<file path="src/rtl/gt16_pkg.sv">
package gt16_pkg;
  localparam logic [1:0] ADDR_LO   = 2'd0;
  localparam logic [1:0] ADDR_HI   = 2'd1;
  localparam logic [1:0] ADDR_CTRL = 2'd2;

  localparam int PS_BITS = 2;
  localparam int PS_CW   = (1 << PS_BITS) - 1;

  typedef struct packed {
    logic               gate_en;
    logic [PS_BITS-1:0] ps_sel;
    logic               osc_en;
    logic               ext_sel;
    logic               on;
  } ctrl_t;

  function automatic ctrl_t unpack_ctrl(input logic [7:0] b);
    ctrl_t c;
    c.gate_en = b[6];
    c.ps_sel  = b[5:4];
    c.osc_en  = b[3];
    c.ext_sel = b[1];
    c.on      = b[0];
    return c;
  endfunction

  function automatic logic [7:0] pack_ctrl(input ctrl_t c);
    return {1'b0, c.gate_en, c.ps_sel, c.osc_en, 1'b0, c.ext_sel, c.on};
  endfunction
endpackage

</file>
<file path="src/rtl/gt16_sync_edge.sv">
module gt16_sync_edge #(
  parameter int STAGES = 2
) (
  input  logic clk,
  input  logic rst_n,
  input  logic in_async,
  output logic rise
);
  logic [STAGES:0] sh_q;
  logic [STAGES:0] sh_d;

  always_comb begin
    sh_d = {sh_q[STAGES-1:0], in_async};
  end

  always_ff @(posedge clk or negedge rst_n) begin
    if (!rst_n) sh_q <= '0;
    else        sh_q <= sh_d;
  end

  assign rise = sh_q[STAGES-1] & ~sh_q[STAGES];
endmodule

</file>
<file path="src/rtl/gt16_prescaler.sv">
module gt16_prescaler
  import gt16_pkg::*;
(
  input  logic               clk,
  input  logic               rst_n,
  input  logic               clr,
  input  logic               step,
  input  logic [PS_BITS-1:0] sel,
  output logic               tick
);
  logic [PS_CW-1:0] cnt_q;
  logic [PS_CW-1:0] cnt_d;
  logic [PS_CW-1:0] mask;

  for (genvar i = 0; i < PS_CW; i++) begin : g_mask
    assign mask[i] = (i < int'(sel));
  end

  assign tick = step & ((cnt_q & mask) == mask);

  always_comb begin
    cnt_d = cnt_q;
    if (clr)       cnt_d = '0;
    else if (tick) cnt_d = '0;
    else if (step) cnt_d = cnt_q + 1'b1;
  end

  always_ff @(posedge clk or negedge rst_n) begin
    if (!rst_n) cnt_q <= '0;
    else        cnt_q <= cnt_d;
  end
endmodule

</file>
<file path="src/rtl/gt16_counter.sv">
module gt16_counter #(
  parameter int DATA_W = 8,
  localparam int CNT_W = 2 * DATA_W
) (
  input  logic              clk,
  input  logic              rst_n,
  input  logic              wr_lo,
  input  logic              wr_hi,
  input  logic [DATA_W-1:0] wdata,
  input  logic              inc,
  output logic [CNT_W-1:0]  count,
  output logic              wrap
);
  logic [CNT_W-1:0] cnt_q;
  logic [CNT_W-1:0] cnt_d;
  logic             any_wr;

  assign any_wr = wr_lo | wr_hi;
  assign wrap   = inc & ~any_wr & (&cnt_q);
  assign count  = cnt_q;

  always_comb begin
    cnt_d = cnt_q;
    if (any_wr) begin
      if (wr_lo) cnt_d[DATA_W-1:0]     = wdata;
      if (wr_hi) cnt_d[CNT_W-1:DATA_W] = wdata;
    end else if (inc) begin
      cnt_d = cnt_q + 1'b1;
    end
  end

  always_ff @(posedge clk or negedge rst_n) begin
    if (!rst_n) cnt_q <= '0;
    else        cnt_q <= cnt_d;
  end
endmodule

</file>
<file path="src/rtl/gated_timer16.sv">
module gated_timer16
  import gt16_pkg::*;
#(
  parameter int DATA_W      = 8,
  parameter int SYNC_STAGES = 2,
  localparam int CNT_W      = 2 * DATA_W
) (
  input  logic              clk,
  input  logic              rst_n,
  input  logic [1:0]        bus_addr,
  input  logic              bus_wr,
  input  logic [DATA_W-1:0] bus_wdata,
  output logic [DATA_W-1:0] bus_rdata,
  input  logic              ext_clk,
  input  logic              gate_n,
  input  logic              ovf_clr,
  output logic              ovf_flag
);
  ctrl_t            ctrl_q, ctrl_d;
  logic             flag_q, flag_d;
  logic             wr_lo, wr_hi, wr_ctrl, cnt_wr;
  logic             ext_rise, src_tick, run, step, ps_tick, wrap;
  logic [CNT_W-1:0] count;

  assign wr_lo   = bus_wr & (bus_addr == ADDR_LO);
  assign wr_hi   = bus_wr & (bus_addr == ADDR_HI);
  assign wr_ctrl = bus_wr & (bus_addr == ADDR_CTRL);
  assign cnt_wr  = wr_lo | wr_hi;

  gt16_sync_edge #(.STAGES(SYNC_STAGES)) u_sync (
    .clk      (clk),
    .rst_n    (rst_n),
    .in_async (ext_clk),
    .rise     (ext_rise)
  );

  assign run      = ctrl_q.on & (~ctrl_q.gate_en | ~gate_n);
  assign src_tick = ctrl_q.ext_sel ? ext_rise : 1'b1;
  assign step     = run & src_tick;

  gt16_prescaler u_ps (
    .clk   (clk),
    .rst_n (rst_n),
    .clr   (cnt_wr),
    .step  (step),
    .sel   (ctrl_q.ps_sel),
    .tick  (ps_tick)
  );

  gt16_counter #(.DATA_W(DATA_W)) u_cnt (
    .clk   (clk),
    .rst_n (rst_n),
    .wr_lo (wr_lo),
    .wr_hi (wr_hi),
    .wdata (bus_wdata),
    .inc   (ps_tick),
    .count (count),
    .wrap  (wrap)
  );

  always_comb begin
    ctrl_d = ctrl_q;
    if (wr_ctrl) ctrl_d = unpack_ctrl(bus_wdata[7:0]);
    flag_d = flag_q;
    if (wrap)         flag_d = 1'b1;
    else if (ovf_clr) flag_d = 1'b0;
  end

  always_ff @(posedge clk or negedge rst_n) begin
    if (!rst_n) begin
      ctrl_q <= '0;
      flag_q <= 1'b0;
    end else begin
      ctrl_q <= ctrl_d;
      flag_q <= flag_d;
    end
  end

  assign ovf_flag = flag_q;

  always_comb begin
    case (bus_addr)
      ADDR_LO:   bus_rdata = count[DATA_W-1:0];
      ADDR_HI:   bus_rdata = count[CNT_W-1:DATA_W];
      ADDR_CTRL: bus_rdata = DATA_W'(pack_ctrl(ctrl_q));
      default:   bus_rdata = '0;
    endcase
  end
endmodule

</file>
<file path="config.mk">
export PLATFORM = sky130hd
export DESIGN_NAME = gated_timer16
export DESIGN_NICKNAME = d
export VERILOG_FILES = /design/src/rtl/gt16_pkg.sv /design/src/rtl/gt16_sync_edge.sv /design/src/rtl/gt16_prescaler.sv /design/src/rtl/gt16_counter.sv /design/src/rtl/gated_timer16.sv
export SDC_FILE = /design/constraint.sdc
export NUM_CORES = 1
export LEC_CHECK = 0
export ABC_AREA = 1
export BUFFER_PORTS_ARGS = -buffer_cell sky130_fd_sc_hd__buf_2
export CAP_MARGIN = 20
export CELL_PAD_IN_SITES_DETAIL_PLACEMENT = 1
export CELL_PAD_IN_SITES_GLOBAL_PLACEMENT = 2
export CORE_MARGIN = 2
export CORE_UTILIZATION = 34
export CTS_BUF_LIST = sky130_fd_sc_hd__clkbuf_16
export CTS_CLUSTER_SIZE = 28
export DETAILED_ROUTE_END_ITERATION = 10
export GPL_ROUTABILITY_DRIVEN = 0
export PLACE_DENSITY = 0.87
export SLEW_MARGIN = 10
export SYNTH_ARGS = -nofsm -noshare
export SYNTH_HDL_FRONTEND = slang
export SYNTH_SLANG_ARGS = --single-unit
</file>
<file path="constraint.sdc">
create_clock -name clk -period 2 [get_ports clk]
set_input_delay 0.3 -clock clk [delete_from_list [all_inputs] [get_ports clk]]
set_output_delay 0.3 -clock clk [all_outputs]
set_load 0.01 [all_outputs]
</file>
-- After elaboration in Yosys (flattened, before gate mapping)
Cells that the tools add are included.
Widths: inputs -> output; s select.
- add/subtract/negate cells: 2
- $lt $le $gt $ge: 3
- eq/ne operators: 5
- muxes and demuxes: 11
- bitwise gates (word level): 16
- reductions and logical operators: 7
- operator list (operator ; count):
    $mux 16 ; 2
    $pmux 8 s3 ; 1
    $add 16x1->16 const B ; 1
    $mux 8 ; 2
    $reduce_and 16->1 ; 1
    $and 1x1->1 ; 9
    $mux 3 ; 3
    $lt 1x2->1 const A ; 2
    $ne 2x1->1 const B ; 2
    $not 1->1 ; 4
    $reduce_and 2->1 ; 2
    $reduce_bool 2->1 ; 2
    $add 3x1->3 const B ; 1
    $and 3x3->3 ; 1
    $eq 3x3->1 ; 1
    $mux 1 ; 3
    $reduce_bool 3->1 ; 1
    $eq 2x1->1 const B ; 1
    $eq 2x2->1 const B ; 1
    $logic_not 2->1 ; 1
    $lt 2x2->1 const A ; 1
    $or 1x1->1 ; 2
- flip-flop bits (word level): 29
- bits of input ports: 16
- output and inout bits: 9
- word-level logic and storage cells: 54

-- Logic depth before layout (Yosys ltp)
Gate-level depths: netlist (run 1).
- depth after elaboration: 8
- gate-level depth with buffers: 10
- mapped depth without buffers: 10

-- Cells and area by module
Synthesis (run 1) repeated with hierarchy kept, for this count alone.
- cell total of the unflattened synthesis: 281
- area, all modules: 1973.1 µm²
- by module, submodules not included (module ; instances ; cells each ; area an instance (µm²) ; seq. area each (µm²)):
    gt16_counter ; 1 ; 173 ; 1152.4 ; 400.4
    gated_timer16 ; 1 ; 76 ; 540.5 ; 175.2
    gt16_prescaler ; 1 ; 27 ; 195.2 ; 75.1
    gt16_sync_edge ; 1 ; 5 ; 85.1 ; 75.1

-- Least setup slack after synthesis (run 1)
No wires, ideal clock.
- path type: reg-to-reg
- start: register ctrl_q[5] in the netlist's numbering
- end: register u_cnt.cnt_q[12] (netlist: u_cnt.count[12])
- library setup time: 119 ps
- arrival time: 1220 ps
- data required time: 1881 ps
- setup slack: 661 ps
- cell stages (with the launch flop): 9
- buffers on the path: 1
- period minus slack after synthesis: 1339 ps
- cells stage by stage: dfrtp_1 > nand2_1 > nand2_1 > nor2_2 > nand3_4 > nand2_2 > buf_6 > nand3_1 > and2_1
- word-level cells in the longest chain between the ends: 7
- RTL lines (item ; line ; RTL):
    from (decl) ; gated_timer16.sv:19 ; ctrl_t ctrl_q, ctrl_d;
    from (signal assigned) ; gated_timer16.sv:74 ; ctrl_q <= ctrl_d;
    $not 1->1 ; gated_timer16.sv:37 ; assign run = ctrl_q.on & (~ctrl_q.gate_en | ~gate_n);
    $or 1x1->1 ; gated_timer16.sv:37 ;
    $and 1x1->1 ; gated_timer16.sv:37 ;
    $and 1x1->1 ; gated_timer16.sv:39 ; assign step = run & src_tick;
    $and 1x1->1 ; gt16_prescaler.sv:19 ; assign tick = step & ((cnt_q & mask) == mask);
    $reduce_bool 2->1 (no line) ; n/a ;
    $reduce_and 2->1 (no line) ; n/a ;
    to (signal assigned) ; gt16_counter.sv:34 ; else cnt_q <= cnt_d;
    to (decl) ; gt16_counter.sv:14 ; logic [CNT_W-1:0] cnt_q;
No other way between the ends.
A chain may end at the register's enable or synchronous reset.

-- Worst setup path after layout (run 1)
- start: register u_cnt.cnt_q[8] (netlist: u_cnt.count[8])
- end: register u_cnt.cnt_q[12] (netlist: u_cnt.count[12])
- word-level cells in the longest chain between the ends: 3
- RTL lines (item ; line ; RTL):
    $add 16x1->16 ; gt16_counter.sv:28 ; cnt_d = cnt_q + 1'b1;
    $mux 16 ; gt16_counter.sv:27 ; end else if (inc) begin
    $mux 16 ; gt16_counter.sv:24 ; if (any_wr) begin
No other way between the ends. The select of a mux whose other input is x is not followed.

==> impl_results.rst, run 1 <==
.. list-table::
   :header-rows: 1

   * - Metric
     - Value
   * - Fillcell total
     - 677
   * - Final hold slack
     - 0.0699 ns
   * - Count of buffers from port buffering
     - 24
   * - Post-synth EDFFs
     - 0
   * - Initial cell density of the core
     - 35.5%
   * - Power density over the cells
     - 1260 mW/mm^2
   * - Leakage power summed over all cells
     - 1.09 nW
   * - TritonRoute pass-1 iters
     - 4
   * - Worst endpoint data arrival time
     - 1.80 ns
   * - Final net count
     - 312
   * - Register-to-register path setup slack
     - 0.37 ns
   * - Fraction of registers with async set or reset after synthesis
     - 100%
   * - Post-layout power
     - 2.75 mW
   * - CTS hold repair buffers
     - 0
   * - Period utilization
     - 81.4%
   * - Final number of setup-violating endpoints
     - 0
   * - Maximum clock insertion buffer count
     - 2
   * - Startpoint types
     - flip-flop
   * - Slew at the pin closest to its max-slew limit
     - 0.706 ns
   * - Routed len/inst
     - 15.9 um
   * - Via density per instance
     - 5.04
   * - Post-synthesis share of cell area spent on xor and xnor gates
     - 0.477%
   * - Starting DRC count in detailed routing
     - 86
   * - GR Layer Usage met1
     - 28.5%
   * - Number of instances in the synthesized netlist
     - 266
   * - Maximum fanout along the worst path
     - 5
   * - Top cell type by total area after synthesis
     - dfrtp_1
   * - Fraction of layout instances using a drive strength above 1
     - 15.3%
   * - TritonCTS clock tree
     - built
   * - Most crowded layer after global routing
     - met2
   * - Post-synthesis sequential element count
     - 29
   * - Final routed DRC violation total
     - 0
   * - Total Die Area
     - 0.00600 sq mm
   * - Num CTS Buffers
     - 5
   * - Overflow left after global routing
     - 0
   * - Remaining number of nets flagged by the antenna check after routing
     - 0
   * - Share of synthesized area occupied by flip-flops and latches
     - 39.6%
   * - Clock root cell
     - clkbuf_16
   * - Synth-to-layout area growth
     - 19.2%
   * - Worst min-delay path class
     - in -> async
   * - Post-Synth Adder-Cell Area
     - 1.36%
   * - Most frequent cells in the layout
     - 87 x nand2_1, 33 x inv_1, 31 x nor2_1
   * - Critical Path Sink Type
     - flip-flop
   * - Mean instance size in the synthesized netlist
     - 6.90 sq um
   * - Achievable frequency
     - 0.614 GHz
   * - GR met2 Demand/Resource
     - 36.3%
   * - Setup WS post-layout
     - 0.372 ns
   * - Outcome
     - complete, no violations
   * - Minimum setup slack after placement
     - 0.360 ns
   * - Post-synthesis net count
     - 284
   * - Number of max-cap violations
     - 0
   * - All-Layer GR Usage
     - 21.5%
   * - Top FF cell, synth
     - dfrtp_1
   * - Later-pin clock latency in the skew report
     - 0.28 ns
   * - Synth warnings
     - 0
   * - Post-CTS setup buffer count
     - 0
   * - Count of clock tree sinks
     - 29
   * - Final core area utilization
     - 42.3%
   * - Number of rows created at floorplan
     - 26
   * - Total detailed-routing wirelength
     - 5.79 mm
   * - Share of Yosys cell area claimed by the top area cell type
     - 39.6%
   * - Die H
     - 77.5 um
   * - CP Class
     - reg -> reg
   * - Crit path required time
     - 2.17 ns
   * - Post-cts resize count
     - 0
   * - Most common library cell in the layout ignoring fill and taps
     - nand2_1
   * - Worst slew margin relative to its limit
     - 52.9%
   * - FF/Latch Area
     - 726 sq um
   * - Time the final worst path needs with I/O delays and setup
     - 1.63 ns
   * - CTS clk-pin slew, worst paths
     - 0.05 ns
   * - Simple-gate portion of the synthesized area
     - 34.4%
   * - First-pass GRT wire length
     - 10.0 mm
   * - Number of antenna cells inserted
     - 0
   * - Die Span X
     - 77.5 um
   * - Estimated wirelength of the detail-placed design
     - 4.38 mm
   * - Max Clock Skew
     - 0.00553 ns
   * - Dominant combinational cell family by area after synthesis
     - simple AND/OR/NAND/NOR gates
   * - Footprint of the multi-input gates
     - 946 sq um
   * - Met3 track demand over resource in global routing
     - 4.53%
   * - Antenna violations before repair
     - 0
   * - Synthesized area
     - 0.00183 sq mm
   * - Highest ir drop seen on vdd
     - 475 uV
   * - Area of the core region
     - 0.00517 sq mm
   * - Hold violation total from the final report
     - 0
   * - Count of H-tree levels built during CTS
     - 2
   * - RSZ-0062 raised after global routing
     - no
   * - Ports placed on the boundary
     - 25
   * - Post-Route Setup TNS
     - 0 ns
   * - Maximum number of pins on one net before global-route repair
     - 30
   * - Total via count after detailed routing
     - 1838
   * - Number of slew-limit violations in the final report
     - 0
   * - Vias in the first global route
     - 1966
   * - Proportion of synthesized area in mux cells
     - 1.84%
   * - Cells taking the most area after synthesis
     - dfrtp_1 40%, nand2_1 18%, inv_1 6.8%
   * - Count of cell types in the netlist
     - 28
   * - Synthesized-area fraction occupied by ao, oa, aoi and oai cells
     - 13.5%
## layout make-up
cell class / count / area share, %
Multi-Input combinational cell: 198 / 43.2
Clock buffer: 5 / 5.72
Clock inverter: 3 / 1.89
Timing Repair Buffer: 25 / 5.84
Inverter: 35 / 6.12
Sequential cell: 29 / 33.2
Tap cell: 70 / 4.00
## through the flow
step / instances / instance area, sq um
after global routing: 365 / 2190
after detailed placement: 357 / 2020
final: 365 / 2190
after global placement: 357 / 2020
after floorplan: 266 / 1830
after CTS: 365 / 2190
## kinds of logic (layout without fill, tap and decap cells)
group           Yosys count  count (layout)
compound gates           44              44
xor+xnor                  1               1
fa+ha+maj                 2               2
buf+inv                  39              68
flops                    29              29
mux                       3               3
simple gates            148             148
## synthesized netlist by cell type (2+ instances only)
library cell,instances
a21oi_1,12
nand3_1,15
o221ai_1,5
o21ai_0,15
ha_1,2
nand2_2,4
inv_1,33
mux2_2,3
o22ai_1,3
dfrtp_1,29
buf_2,2
nand4_1,5
nand2_1,87
o21ai_1,7
nor2_1,31
## where the power goes
group          total [mW]  switching (mW)  leakage (nW)  internal, mW
Clock               0.866           0.283        0.0775         0.582
Sequential           1.02           0.230         0.357         0.790
Combinational       0.862           0.548         0.655         0.314
## flip-flops by register name (all words and copies together), names as in the netlist
name,flops
u_cnt.count,16
u_ps.cnt_q,3
ovf_flag,1
u_sync.sh_q,3
ctrl_q,6
## per-layer routing
metal  wire length (um)  part of all wire (%)
met5                  0                     0
met4                 53                  0.92
met3                227                   3.9
met2               2830                    49
met1               2670                    46
## worst paths after layout
check | end | cells after the start | start
max | u_cnt.count[12] | 6 | u_cnt.count[8]
min | u_cnt.count[1] | 1 | rst_n
max reg2reg | u_cnt.count[12] | 6 | u_cnt.count[8]
min reg2reg | u_sync.sh_q[1] | 0 | u_sync.sh_q[0]
max in group asynchronous | u_cnt.count[15] | 1 | rst_n
min in group clk | u_sync.sh_q[0] | 1 | ext_clk
## critical path: stages, from the launching register on
cell and delay, ns:
dfrtp_1 0.45, nand2_1 0.11, nor2_1 0.28, nand3_1 0.19
o21ai_0 0.23, nand3_1 0.10, and2_1 0.17
Power figures use the tool's default switching activity.
==> inputs of run 2 (changes only) <==
- CORE_UTILIZATION: 34 -> 32
- PLACE_DENSITY: 0.87 -> 0.83
- clock period: 2 -> 1.5 ns (I/O delays scaled with it)
==> impl_results.rst, run 2 (synthesis gave the netlist of run 1 again) <==
.. list-table::
   :header-rows: 1

   * - Metric
     - Value
   * - Outcome
     - complete, no violations
   * - End point of the worst hold path
     - u_sync.sh_q[0]
   * - Fraction of layout instances using a drive strength above 1
     - 24.3% (+9.0 points)
   * - Initial cell density of the core
     - 33.3% (-2.2 points)
   * - Startpoint of the lowest-slack hold path
     - ext_clk
   * - Flip-flop count of the largest register, all copies and words added
     - 16 (unchanged)
   * - Leakage power summed over all cells
     - 1.17 nW (+7.6%)
   * - Num CTS Buffers
     - 5 (unchanged)
   * - First-pass GRT wire length
     - 9.97 mm (-0.35%)
   * - Fillcell total
     - 713 (+5.3%)
   * - Most frequent cells in the layout
     - 83 x nand2_1, 33 x inv_1, 27 x dfrtp_1
   * - Hold violation total from the final report
     - 0 (unchanged)
   * - All-Layer GR Usage
     - 20.7% (-0.83 points)
   * - Total via count after detailed routing
     - 1898 (+3.3%)
   * - Number of antenna cells inserted
     - 0 (unchanged)
   * - Overflow left after global routing
     - 0 (unchanged)
   * - Count of buffers from port buffering
     - 24 (unchanged)
   * - Period utilization
     - 95.5%
   * - Worst min-delay path class
     - in -> reg
   * - Final routed DRC violation total
     - 0 (unchanged)
   * - Ports placed on the boundary
     - 25 (unchanged)
   * - Routed len/inst
     - 15.6 um (-1.4%)
   * - Cells traversed along the worst timing path
     - inv_1 > o221ai_1 > buf_2
   * - Number of max-cap violations
     - 0 (unchanged)
   * - Setup WS post-layout
     - 0.0668 ns (-0.305 ns)
   * - Length in cells of the worst reg-to-reg path
     - 8 (+2)
   * - Later-pin clock latency in the skew report
     - 0.27 ns (about the same)
   * - Area of the core region
     - 0.00551 sq mm (+6.5%)
   * - Crit path required time
     - 1.27 ns (-0.90 ns)
   * - Maximum clock insertion buffer count
     - 2 (unchanged)
   * - Estimated wirelength of the detail-placed design
     - 4.49 mm (+2.5%)
   * - Die Span X
     - 79.7 um (+2.9%)
   * - Total Die Area
     - 0.00635 sq mm (+5.9%)
   * - Final net count
     - 331 (+6.1%)
   * - Worst endpoint data arrival time
     - 1.21 ns (-0.59 ns)
   * - Starting DRC count in detailed routing
     - 68 (-21%)
   * - Time the final worst path needs with I/O delays and setup
     - 1.43 ns
   * - Total detailed-routing wirelength
     - 6.02 mm (+4.0%)
   * - Vias in the first global route
     - 2029 (+3.2%)
   * - TritonRoute pass-1 iters
     - 4 (unchanged)
   * - RSZ-0062 raised after global routing
     - yes
   * - Worst hold path cell count
     - 1
   * - Achievable frequency
     - 0.698 GHz
   * - Slowest cell delay on critical path
     - 0.40 ns (-0.05 ns)
   * - Startpoint of the worst register-to-register path
     - u_cnt.count[1]
   * - Count of H-tree levels built during CTS
     - 2 (unchanged)
   * - CP Class
     - reg -> out
   * - Number of rows created at floorplan
     - 27 (+3.8%)
   * - CTS clk-pin slew, worst paths
     - 0.05 ns (about the same)
   * - Area of all placed cells without fillers
     - 0.00237 sq mm (+8.5%)
   * - Placed Area
     - 0.00214 sq mm (+5.7%)
   * - Worst slew margin relative to its limit
     - 72.8% (+20 points)
   * - Power density over the cells
     - 1540 mW/mm^2 (+23%)
   * - Via density per instance
     - 4.93 (-2.1%)
   * - Reg-to-Reg End
     - u_cnt.count[6]
   * - Startpoint types
     - flip-flop
   * - Maximum number of pins on one net before global-route repair
     - 30 (unchanged)
   * - Slew at the pin closest to its max-slew limit
     - 0.408 ns (-0.298 ns)
   * - Final number of setup-violating endpoints
     - 0 (unchanged)
   * - Most common library cell in the layout ignoring fill and taps
     - nand2_1
   * - Synth-to-layout area growth
     - 29.3%
   * - Worst path top cell family by delay
     - flip-flops
   * - Count of clock tree sinks
     - 29 (unchanged)
   * - Number of buffers and inverters on the critical path
     - 2 (+2)
   * - Remaining number of nets flagged by the antenna check after routing
     - 0 (unchanged)
   * - TritonCTS clock tree
     - built
   * - Highest ir drop seen on vdd
     - 622 uV (+31%)
   * - Register-to-register path setup slack
     - 0.10 ns (-0.27 ns)
   * - Maximum fanout along the worst path
     - 4 (-1)
   * - Critical Path Sink Type
     - output port
   * - Slowest CP cell
     - dfrtp_1
   * - Post-layout power
     - 3.66 mW (+33%)
   * - Number of slew-limit violations in the final report
     - 0 (unchanged)
   * - Clock root cell
     - clkbuf_16
   * - Minimum setup slack after placement
     - -0.0287 ns (-0.389 ns)
   * - Die H
     - 79.7 um (+2.9%)
   * - Antenna violations before repair
     - 0 (unchanged)
   * - Max Clock Skew
     - 0.00643 ns (+0.000902 ns)
[run 2: changes by cell type in the layout (fill, tap and decap cells not counted), sizes merged]
cell,before,now
dlygate4sd3,0,1
buf,25,43
bufinv,1,0
[run 2: power by group]
part | internal [mW] | switching (mW) | total [mW]
clock | 0.598 | 0.345 | 0.943
sequential | 1.06 | 0.308 | 1.37
combinational | 0.532 | 0.820 | 1.35
total | 2.19 | 1.47 | 3.66
[run 2: worst max path at each step]
stage                               from               to  slack (ns)  cells past startpoint
final                     u_cnt.count[4]     bus_rdata[4]        0.07                      3
after global routing      u_cnt.count[1]  u_cnt.count[12]       -0.01                      7
after CTS                 u_cnt.count[1]   u_cnt.count[6]       0.007                      8
after detailed placement       ctrl_q[5]   u_cnt.count[3]       -0.03                      8
after global placement         ctrl_q[5]   u_cnt.count[3]       -0.01                      8
after floorplan                ctrl_q[5]  u_cnt.count[12]        0.16                      8
[run 2: routing by layer]
metal	vias to the layer above	routed length, um	track usage (%)
met5	-	0	0
met4	0	102	6.55
met3	6	157	3.51
met2	35	2990	35.2
met1	905	2770	26.5
li1	952	-	-
[run 2: area by class of cell]
cell class | instances | area [sq um] | share of cell area (%)
Clock buffer | 5 | 125 | 5.27
Clock inverter | 2 | 11.3 | 0.475
Inverter | 35 | 134 | 5.64
Multi-Input combinational cell | 198 | 1010 | 42.6
Sequential cell | 29 | 728 | 30.7
Tap cell | 72 | 90.1 | 3.80
Timing Repair Buffer | 44 | 273 | 11.5
[run 2: metrics by stage]
step                hold WS (ns)  cells  setup TNS [ns]  util [%]
floorplan                -0.0706    266               0         -
global placement           0.275    374         -0.0121      38.8
detailed placement         0.272    374         -0.0557      38.8
CTS                       0.0552    382               0      41.6
global route              0.0579    385         -0.0200      43.1
finish                    0.0563    385               0      43.1
[run 2: what timing repair did]
| item | CTS | global route |
|---|---|---|
| endpoints found under the setup margin | 3 | 11 |
| pin swaps | 0 | 3 |
| buffers inserted | 0 | 3 |
| endpoints found under the hold margin | 29 | 0 |
| gates resized for setup | 2 | 18 |
| hold buffers | 1 | 0 |
==> inputs of run 3 (changes only) <==
- PLACE_DENSITY: 0.83 -> 0.81
- SKIP_CTS_REPAIR_TIMING: not set -> 1
- SYNTH_HIERARCHICAL: not set -> 1
==> impl_results.rst, run 3 <==
.. list-table::
   :header-rows: 1

   * - Metric
     - Value
   * - Outcome
     - complete, but fails checks
   * - Failing checks
     - setup timing
   * - Final number of setup-violating endpoints
     - 9 (+9)
   * - Hold violation total from the final report
     - 0 (unchanged)
   * - Initial cell density of the core
     - 33.1% (-0.18 points)
   * - Synth-to-layout area growth
     - 38.9%
   * - Number of slew-limit violations in the final report
     - 0 (unchanged)
   * - CP Class
     - reg -> reg
   * - Leakage power summed over all cells
     - 1.39 nW (+19%)
   * - Critical Path Sink Type
     - flip-flop
   * - Post-layout power
     - 4.24 mW (+16%)
   * - Count of H-tree levels built during CTS
     - 2 (unchanged)
   * - End point of the worst hold path
     - u_sync/sh_q[0]
   * - Top cell type by total area after synthesis
     - dfrtp_1
   * - Count of clock tree sinks
     - 29 (unchanged)
   * - Clock root cell
     - clkbuf_16
   * - Die Span X
     - 82.5 um (+3.5%)
   * - Number of instances in the synthesized netlist
     - 281 (+5.6%)
   * - Via density per instance
     - 5.12 (+3.9%)
   * - Ports placed on the boundary
     - 25 (unchanged)
   * - Number of max-cap violations
     - 0 (unchanged)
   * - Number of placed cells counting well taps
     - 407 (+8.8%)
   * - Max Clock Skew
     - 0.00361 ns (-0.00282 ns)
   * - First-pass GRT wire length
     - 11.5 mm (+16%)
   * - CTS clk-pin slew, worst paths
     - 0.05 ns (about the same)
   * - Maximum number of pins on one net before global-route repair
     - 16 (-47%)
   * - Most frequent cells in the layout
     - 65 x nand2_1, 43 x nand3_1, 32 x inv_1, 32 x buf_4, 29 x dfrtp_1
   * - Post-synthesis net count
     - 299 (+5.3%)
   * - Post-synth EDFFs
     - 0 (unchanged)
   * - Final hold slack
     - 0.0573 ns (+0.00101 ns)
   * - Number of antenna cells inserted
     - 0 (unchanged)
   * - Post-synthesis share of cell area spent on xor and xnor gates
     - 0% (-0.48 points)
   * - Achievable frequency
     - 0.645 GHz (-7.5%)
   * - Cells taking the most area after synthesis
     - dfrtp_1 37%, nand2_1 13%, nand3_1 11%
   * - Synthesized area
     - 0.00197 sq mm (+7.6%)
   * - Worst min-delay path class
     - in -> reg
   * - Total Die Area
     - 0.00681 sq mm (+7.2%)
   * - Routed len/inst
     - 16.9 um (+7.8%)
   * - Reg-to-Reg End
     - u_cnt/count[11]
   * - Register-to-register path setup slack
     - -0.05 ns (-0.15 ns)
   * - All-Layer GR Usage
     - 22.9% (+2.3 points)
   * - Length in cells of the worst reg-to-reg path
     - 10 (+2)
   * - Count of cell types in the netlist
     - 26 (-7.1%)
   * - Vias in the first global route
     - 2213 (+9.1%)
   * - Post-synthesis sequential element count
     - 29 (unchanged)
   * - Final net count
     - 364 (+10%)
   * - Final core area utilization
     - 46.0% (+2.9 points)
   * - Final routed DRC violation total
     - 0 (unchanged)
   * - RSZ-0062 raised after global routing
     - yes
   * - Total detailed-routing wirelength
     - 7.12 mm (+18%)
   * - Antenna violations before repair
     - 0 (unchanged)
   * - Most frequent cell after synthesis
     - nand2_1
   * - Power density over the cells
     - 1550 mW/mm^2 (+0.17%)
   * - Startpoint of the lowest-slack hold path
     - ext_clk
   * - List of most frequent post-synthesis cells
     - 66 x nand2_1, 44 x nand3_1, 34 x inv_1, 29 x dfrtp_1, 28 x nor2_1
   * - Synth warnings
     - 6 (+6)
   * - TritonCTS clock tree
     - built
   * - Simple-gate portion of the synthesized area
     - 36.2% (+1.8 points)
   * - Estimated wirelength of the detail-placed design
     - 5.44 mm (+21%)
   * - Non-filler instance count after layout
     - 422 (+9.6%)
   * - Time the final worst path needs with I/O delays and setup
     - 1.55 ns (+0.117 ns)
   * - Most common library cell in the layout ignoring fill and taps
     - nand2_1
   * - Fraction of layout instances using a drive strength above 1
     - 33.4% (+9.1 points)
   * - Highest ir drop seen on vdd
     - 586 uV (-5.9%)
   * - Slew at the pin closest to its max-slew limit
     - 0.412 ns (+0.00421 ns)
   * - Synthesized-area fraction occupied by ao, oa, aoi and oai cells
     - 14.6% (+1.1 points)
   * - Later-pin clock latency in the skew report
     - 0.28 ns (about the same)
   * - Maximum clock insertion buffer count
     - 2 (unchanged)
   * - Overflow left after global routing
     - 0 (unchanged)
   * - Post-Synth Adder-Cell Area
     - 1.27% (-0.096 points)
   * - Startpoint of the worst register-to-register path
     - u_sync/sh_q[2]
   * - Mean instance size in the synthesized netlist
     - 7.02 sq um (+1.8%)
   * - Worst hold path cell count
     - 1 (unchanged)
   * - Number of rows created at floorplan
     - 28 (+3.7%)
   * - Remaining number of nets flagged by the antenna check after routing
     - 0 (unchanged)
   * - Fraction of registers with async set or reset after synthesis
     - 100% (unchanged)
   * - Top FF cell, synth
     - dfrtp_1
   * - Share of synthesized area occupied by flip-flops and latches
     - 36.8% (-2.8 points)
   * - Share of Yosys cell area claimed by the top area cell type
     - 36.8% (-2.8 points)
   * - Num CTS Buffers
     - 5 (unchanged)
   * - Dominant combinational cell family by area after synthesis
     - simple AND/OR/NAND/NOR gates
   * - Die H
     - 82.5 um (+3.5%)
   * - Minimum setup slack after placement
     - -0.202 ns (-0.174 ns)
   * - Starting DRC count in detailed routing
     - 95 (+40%)
   * - Area of the core region
     - 0.00596 sq mm (+8.2%)
   * - Count of buffers from port buffering
     - 24 (unchanged)
   * - Maximum fanout along the worst path
     - 4 (unchanged)
   * - TritonRoute pass-1 iters
     - 4 (unchanged)
   * - Proportion of synthesized area in mux cells
     - 0% (-1.8 points)
   * - Fillcell total
     - 753 (+5.6%)
   * - Startpoint types
     - flip-flop
   * - Period utilization
     - 103% (+7.8 points)
   * - Crit path required time
     - 1.66 ns (+0.39 ns)
   * - Setup WS post-layout
     - -0.0501 ns (-0.117 ns)
   * - Flip-flop count of the largest register, all copies and words added
     - 16 (unchanged)
   * - Worst endpoint data arrival time
     - 1.71 ns (+0.50 ns)
   * - Total via count after detailed routing
     - 2161 (+14%)
   * - Worst slew margin relative to its limit
     - 72.5% (-0.28 points)
[run 3: cell type report]
cell class	count	area, sq um	share of cell area (%)
repair buffers	65	478	17.4
inverters	38	151	5.53
flip-flops and latches	29	726	26.5
repair inverters	1	5.00	0.183
multi-input cells	206	1150	41.9
well taps	75	93.8	3.42
clock buffers	5	125	4.57
clock inverters	3	12.5	0.457
[run 3: per-stage QoR]
step | instance area [sq um] | TNS [ns]
2_1_floorplan | 1990 | -0.0579
3_3_place_gp | 2410 | -0.929
3_5_place_dp | 2410 | -1.51
4_1_cts | 2550 | -1.83
5_1_grt | 2740 | -2.43
6_report | 2740 | -0.216
[run 3: layer usage]
| metal | vias to the layer above | track usage [%] | wire length (um) |
|---|---|---|---|
| li1 | 1059 | - | - |
| met1 | 1072 | 30.7 | 3360 |
| met2 | 26 | 38.5 | 3520 |
| met3 | 4 | 3.70 | 182 |
| met4 | 0 | 6.07 | 57 |
| met5 | - | 0 | 0 |
[run 3: worst max path at each step]
stage	start	end	slack, ns	cells past startpoint
floorplan	u_sync/sh_q[2]	u_cnt/count[6]	-0.06	10
global placement	u_sync/sh_q[2]	u_cnt/count[6]	-0.15	11
detailed placement	u_sync/sh_q[2]	u_cnt/count[6]	-0.20	11
CTS	u_sync/sh_q[2]	u_cnt/count[6]	-0.22	11
global route	u_sync/sh_q[1]	u_cnt/count[11]	-0.18	11
finish	u_sync/sh_q[2]	u_cnt/count[11]	-0.05	10
[run 3: cells by family after synthesis]
group	Yosys count
adder cells (fa/ha/maj)	2
buffers and inverters	46
AO/OA/AOI/OAI	47
AND/OR/NAND/NOR	157
flip-flops	29
[run 3: power by group]
part	switching (mW)	internal [mW]
Clock	0.366	0.599
Sequential	0.347	1.04
Combinational	1.11	0.777
[run 3: critical path: stages, from the launching register on]
cell and delay, ns:
dfrtp_1 0.37, nor2_2 0.09, inv_1 0.05, a21oi_2 0.15, inv_2 0.07, a21oi_4 0.15
buf_6 0.13, a21oi_4 0.07, buf_6 0.15, a21oi_2 0.14, a21oi_2 0.07
